$ cat config.mk
export PLATFORM = sky130hd
export DESIGN_NAME = sleep_wake_ctrl
export DESIGN_NICKNAME = d
export VERILOG_FILES = /design/src/rtl/sleep_wake_pkg.sv /design/src/rtl/sleep_wake_fsm.sv /design/src/rtl/sleep_wake_regs.sv /design/src/rtl/sleep_wake_ctrl.sv
export SDC_FILE = /design/constraint.sdc
export NUM_CORES = 1
export LEC_CHECK = 0
export ABC_AREA = 1
export BUFFER_PORTS_ARGS = -buffer_cell sky130_fd_sc_hd__buf_2
export CAP_MARGIN = 20
export CORE_AREA = 5 5 42 44
export DETAILED_ROUTE_END_ITERATION = 10
export DIE_AREA = 0 0 47 49
export SYNTH_ARGS = -nofsm -noshare
export SYNTH_HDL_FRONTEND = slang
export SYNTH_HIERARCHICAL = 1
export SYNTH_SLANG_ARGS = --single-unit
$ cat constraint.sdc
create_clock -name clk -period 1.05 [get_ports clk]
set_input_delay 0.105 -clock clk [delete_from_list [all_inputs] [get_ports clk]]
set_output_delay 0.105 -clock clk [all_outputs]
set_load 0.02 [all_outputs]
$ cat src/rtl/sleep_wake_pkg.sv
package sleep_wake_pkg;

  typedef enum logic [1:0] {
    RUN          = 2'd0,
    POWER_DOWN   = 2'd1,
    EXC_DISPATCH = 2'd2
  } pwrState_t;

  localparam logic VEC_WAKE  = 1'b0;
  localparam logic VEC_SLEEP = 1'b1;

  // strobes from control to the output register datapath
  typedef struct packed {
    logic enterPd;   // request power-down from next cycle
    logic exitPd;    // drop power-down request
    logic fireExc;   // one-cycle exception start
    logic excSel;    // vector select for fireExc
    logic flagCfg;   // set sticky configuration error
  } ctlStrobe_t;

endpackage

$ cat src/rtl/sleep_wake_fsm.sv
module sleep_wake_fsm
  import sleep_wake_pkg::*;
(
  input  logic       clk,
  input  logic       rstN,
  input  logic       sleepStrobe,
  input  logic       sleepExcEn,
  input  logic       standbySel,
  input  logic       wakeReq,
  output ctlStrobe_t strobes
);

  pwrState_t state, stateNext;

  always_comb begin
    stateNext = state;
    strobes   = '0;
    case (state)
      RUN: begin
        // a wake request seen here was already handled by the normal path
        if (sleepStrobe) begin
          if (sleepExcEn) begin
            stateNext       = EXC_DISPATCH;
            strobes.fireExc = 1'b1;
            strobes.excSel  = VEC_SLEEP;
            strobes.flagCfg = standbySel;
          end else begin
            stateNext       = POWER_DOWN;
            strobes.enterPd = 1'b1;
          end
        end
      end
      POWER_DOWN: begin
        if (wakeReq) begin
          stateNext       = EXC_DISPATCH;
          strobes.exitPd  = 1'b1;
          strobes.fireExc = 1'b1;
          strobes.excSel  = VEC_WAKE;
        end
      end
      EXC_DISPATCH: stateNext = RUN;
      default:      stateNext = RUN;
    endcase
  end

  always_ff @(posedge clk) begin
    if (!rstN) state <= RUN;
    else       state <= stateNext;
  end

endmodule

$ cat src/rtl/sleep_wake_regs.sv
module sleep_wake_regs
  import sleep_wake_pkg::*;
(
  input  logic       clk,
  input  logic       rstN,
  input  ctlStrobe_t strobes,
  output logic       powerDownReq,
  output logic       excStart,
  output logic       excVector,
  output logic       resume,
  output logic       cfgError
);

  always_ff @(posedge clk) begin
    if (!rstN) begin
      powerDownReq <= 1'b0;
      excStart     <= 1'b0;
      excVector    <= 1'b0;
      resume       <= 1'b0;
      cfgError     <= 1'b0;
    end else begin
      if (strobes.enterPd)     powerDownReq <= 1'b1;
      else if (strobes.exitPd) powerDownReq <= 1'b0;
      excStart <= strobes.fireExc;
      if (strobes.fireExc) excVector <= strobes.excSel;
      resume <= strobes.exitPd;
      if (strobes.flagCfg) cfgError <= 1'b1;
    end
  end

endmodule

$ cat src/rtl/sleep_wake_ctrl.sv
module sleep_wake_ctrl
  import sleep_wake_pkg::*;
(
  input  logic clk,
  input  logic rstN,
  input  logic sleepStrobe,
  input  logic sleepExcEn,
  input  logic standbySel,
  input  logic wakeReq,
  output logic powerDownReq,
  output logic excStart,
  output logic excVector,
  output logic resume,
  output logic cfgError
);

  ctlStrobe_t strobes;

  sleep_wake_fsm i_fsm (
    .clk         (clk),
    .rstN        (rstN),
    .sleepStrobe (sleepStrobe),
    .sleepExcEn  (sleepExcEn),
    .standbySel  (standbySel),
    .wakeReq     (wakeReq),
    .strobes     (strobes)
  );

  sleep_wake_regs i_regs (
    .clk          (clk),
    .rstN         (rstN),
    .strobes      (strobes),
    .powerDownReq (powerDownReq),
    .excStart     (excStart),
    .excVector    (excVector),
    .resume       (resume),
    .cfgError     (cfgError)
  );

endmodule

==> flow_metrics.env <==
export IMPL_cts_tree="yes"
export IMPL_critPathCaptureType="flip-flop"
export IMPL_period_minus_slack_ps=904
export IMPL_final_common_cell="inv_1"
export IMPL_cp_slowest_stage_delay_ps=320
export IMPL_design_core_area_um2=1400
export IMPL_crit_type="flip-flop to flip-flop"
export IMPL_syn_num_nets=48
export IMPL_cts_buffers=3
export IMPL_grt_overflow=0
export IMPL_syn_area_um2=292
export IMPL_placed_area_um2=362
export IMPL_grt_pass1_vias=240
export IMPL_finalInstanceArea_um2=395
export IMPL_drtAntennaViolNets=0
export IMPL_worstSkewPairLatency_ps=250
export IMPL_syn_to_final_growth_pct=35.6
export IMPL_path_delay_family="simple AND/OR/NAND/NOR gates"
export IMPL_pre_cts_ws_ps=124
export IMPL_dr_pass1_iters=4
export IMPL_worst_ep_required_time_ps=1200
export IMPL_layout_drive_gt1_share_pct=33.9
export IMPL_vias_per_cell=3.83
export IMPL_numClockSinks=7
export IMPL_setup_violations_final=0
export IMPL_vias=276
export IMPL_clk_pin_slew_ps=50
export IMPL_critPathSlowestCell="dfxtp_1"
export IMPL_avgSynthCellArea_um2=6.94
export IMPL_initialDrtViolationCount=1
export IMPL_grt_max_degree=6
export IMPL_hp_class="input pin to flip-flop"
export IMPL_hold_violations=0
export IMPL_drv_slew=0
export IMPL_htreeDepth=1
export IMPL_rr_worst_depth=6
export IMPL_setup_tns_ps=0
export IMPL_dieArea_um2=2300
export IMPL_crit_path_start_kind="flip-flop"
export IMPL_fillers=168
export IMPL_slew_headroom_pct=91.0
export IMPL_die_width_um=47
export IMPL_antenna_found_initial=0
export IMPL_grt_usage_pct=5.57
export IMPL_peakVddDrop_uv=748
export IMPL_port_buffers=10
export IMPL_multi_input_area_um2=103
export IMPL_finalClockSkew_ps=3.38
export IMPL_min_path_cells=3
export IMPL_io_pins=11
export IMPL_routed_wl_um=537
export IMPL_setup_slack_ps=146
export IMPL_worstPathMaxFanout=4
export IMPL_synthCells=42
export IMPL_p_leak_nw=0.243
export IMPL_min_period_over_period_pct=86.1
export IMPL_root_buffer="clkbuf_4"
export IMPL_post_drt_wl_per_cell_um=7.46
export IMPL_cellPowerDensity_nw_per_um2=1550
export IMPL_synth_top_area_cell="dfxtp_1"
export IMPL_cts_buffer_depth=2
export IMPL_rsz0062_at_grt="no"
export IMPL_path_depth=6
export IMPL_grt_pass1_wl_um=897
export IMPL_die_h_um=49
export IMPL_initial_core_util_pct=20.8
export IMPL_holdBufCountCts=0
export IMPL_clock_fmax_mhz=1110
export IMPL_path_buf_inv=1
export IMPL_synth_top_cells_by_area="dfxtp_1 48%, inv_1 19%, nand2_1 7.7%, nor2_1 7.7%, a21oi_2 6.0%"
export IMPL_synth_warnings=6
export IMPL_cp_arrival_ps=1050
export IMPL_nets=63
export IMPL_synth_top_area_share_pct=48.1
export IMPL_cp_cell_sequence="nor2_2 -> nand2_2 -> nand2_2 -> inv_1 -> nor2_1 -> nor2_1"
export IMPL_drc_errors=0
export IMPL_gp_congestion=0.661
export IMPL_seq_area_um2=140
export IMPL_synth_seq_cells=7
export IMPL_n_antenna_cell=0
export IMPL_worstMarginPinSlew_ps=135
export IMPL_drv_cap=0
export IMPL_rows=14
export IMPL_ys_types=10
export IMPL_layout_common_cells="15 x inv_1, 10 x buf_2, 7 x dfxtp_1"
export IMPL_hold_ws_ps=106
export IMPL_yosysSeqAreaShare_pct=48.1
export IMPL_status="finished, final reports clean"
## per-layer routing
metal	part of all wire (%)	vias to the layer above	GRT usage [%]
li1	-	145	-
met1	48	121	5.52
met2	40	10	7.92
met3	12	0	5.90
met4	0	0	1.38
met5	0	-	0
## state kept, by name, indices dropped and copies added, names as in the netlist
register,count
i_fsm/state,2
i_regs/cfgError,1
i_regs/powerDownReq,1
i_regs/resume,1
i_regs/excVector,1
i_regs/excStart,1
## power breakdown
| group | internal, mW | total [mW] | switching, mW |
|---|---|---|---|
| sequential | 0.282 | 0.291 | 0.00875 |
| clock | 0.145 | 0.237 | 0.0926 |
| combinational | 0.0325 | 0.0856 | 0.0531 |
| total | 0.459 | 0.614 | 0.154 |
## cell families after synthesis
| group | share of synthesized area (%) |
|---|---|
| buf+inv | 19.3 |
| simple gates | 23.2 |
| flops | 48.1 |
| compound gates | 9.44 |
## through the flow
| stage | cells | total power, mW | utilization [%] |
|---|---|---|---|
| 2_1_floorplan | 42 | 0.350 | - |
| 3_3_place_gp | 68 | 0.379 | 25.8 |
| 3_5_place_dp | 68 | 0.379 | 25.8 |
| 4_1_cts | 72 | 0.626 | 27.7 |
| 5_1_grt | 72 | 0.664 | 28.2 |
| 6_report | 72 | 0.614 | 28.2 |
## worst paths after layout
check	start	endpoint	slack, ps
hold reg to reg	i_regs/cfgError$_SDFFE_PN0P_	i_regs/cfgError$_SDFFE_PN0P_	470
setup reg to reg	i_fsm/state[1]$_SDFFE_PN0P_	i_regs/excVector$_SDFFE_PN0P_	150
hold / removal	rstN	i_regs/excStart$_SDFF_PN0_	110
setup / recovery	i_fsm/state[1]$_SDFFE_PN0P_	i_regs/excVector$_SDFFE_PN0P_	150
## Yosys cell counts
| master | count |
|---|---|
| a21oi_1 | 1 |
| nand3_1 | 2 |
| nand2_1 | 6 |
| dfxtp_1 | 7 |
| inv_1 | 15 |
| nor2_1 | 6 |
| nor2_2 | 1 |
| o21ai_1 | 1 |
| nand2_2 | 1 |
| a21oi_2 | 2 |
## repair_timing
| item | 4_1_cts | 5_1_grt |
|---|---|---|
| endpoints found under the setup margin | 0 | 1 |
| setup buffers | 0 | 0 |
| resized for setup | 0 | 2 |
| hold endpoints to repair | 0 | 0 |
## area by class of cell
| class | instances | area share (%) |
|---|---|---|
| clock buffer | 4 | 6.65 |
| inverter | 15 | 14.2 |
| multi-input combinational | 20 | 25.9 |
| sequential | 7 | 35.4 |
| tap | 16 | 5.06 |
| timing repair buffer | 10 | 12.7 |
## worst register-to-register path, cell delays in order, from the launching register on
cell and delay, ps:
dfxtp_1 320, nor2_2 130, nand2_2 110, nand2_2 90, inv_1 40, nor2_1 80, nor2_1 50
Power figures use the tool's default switching activity.
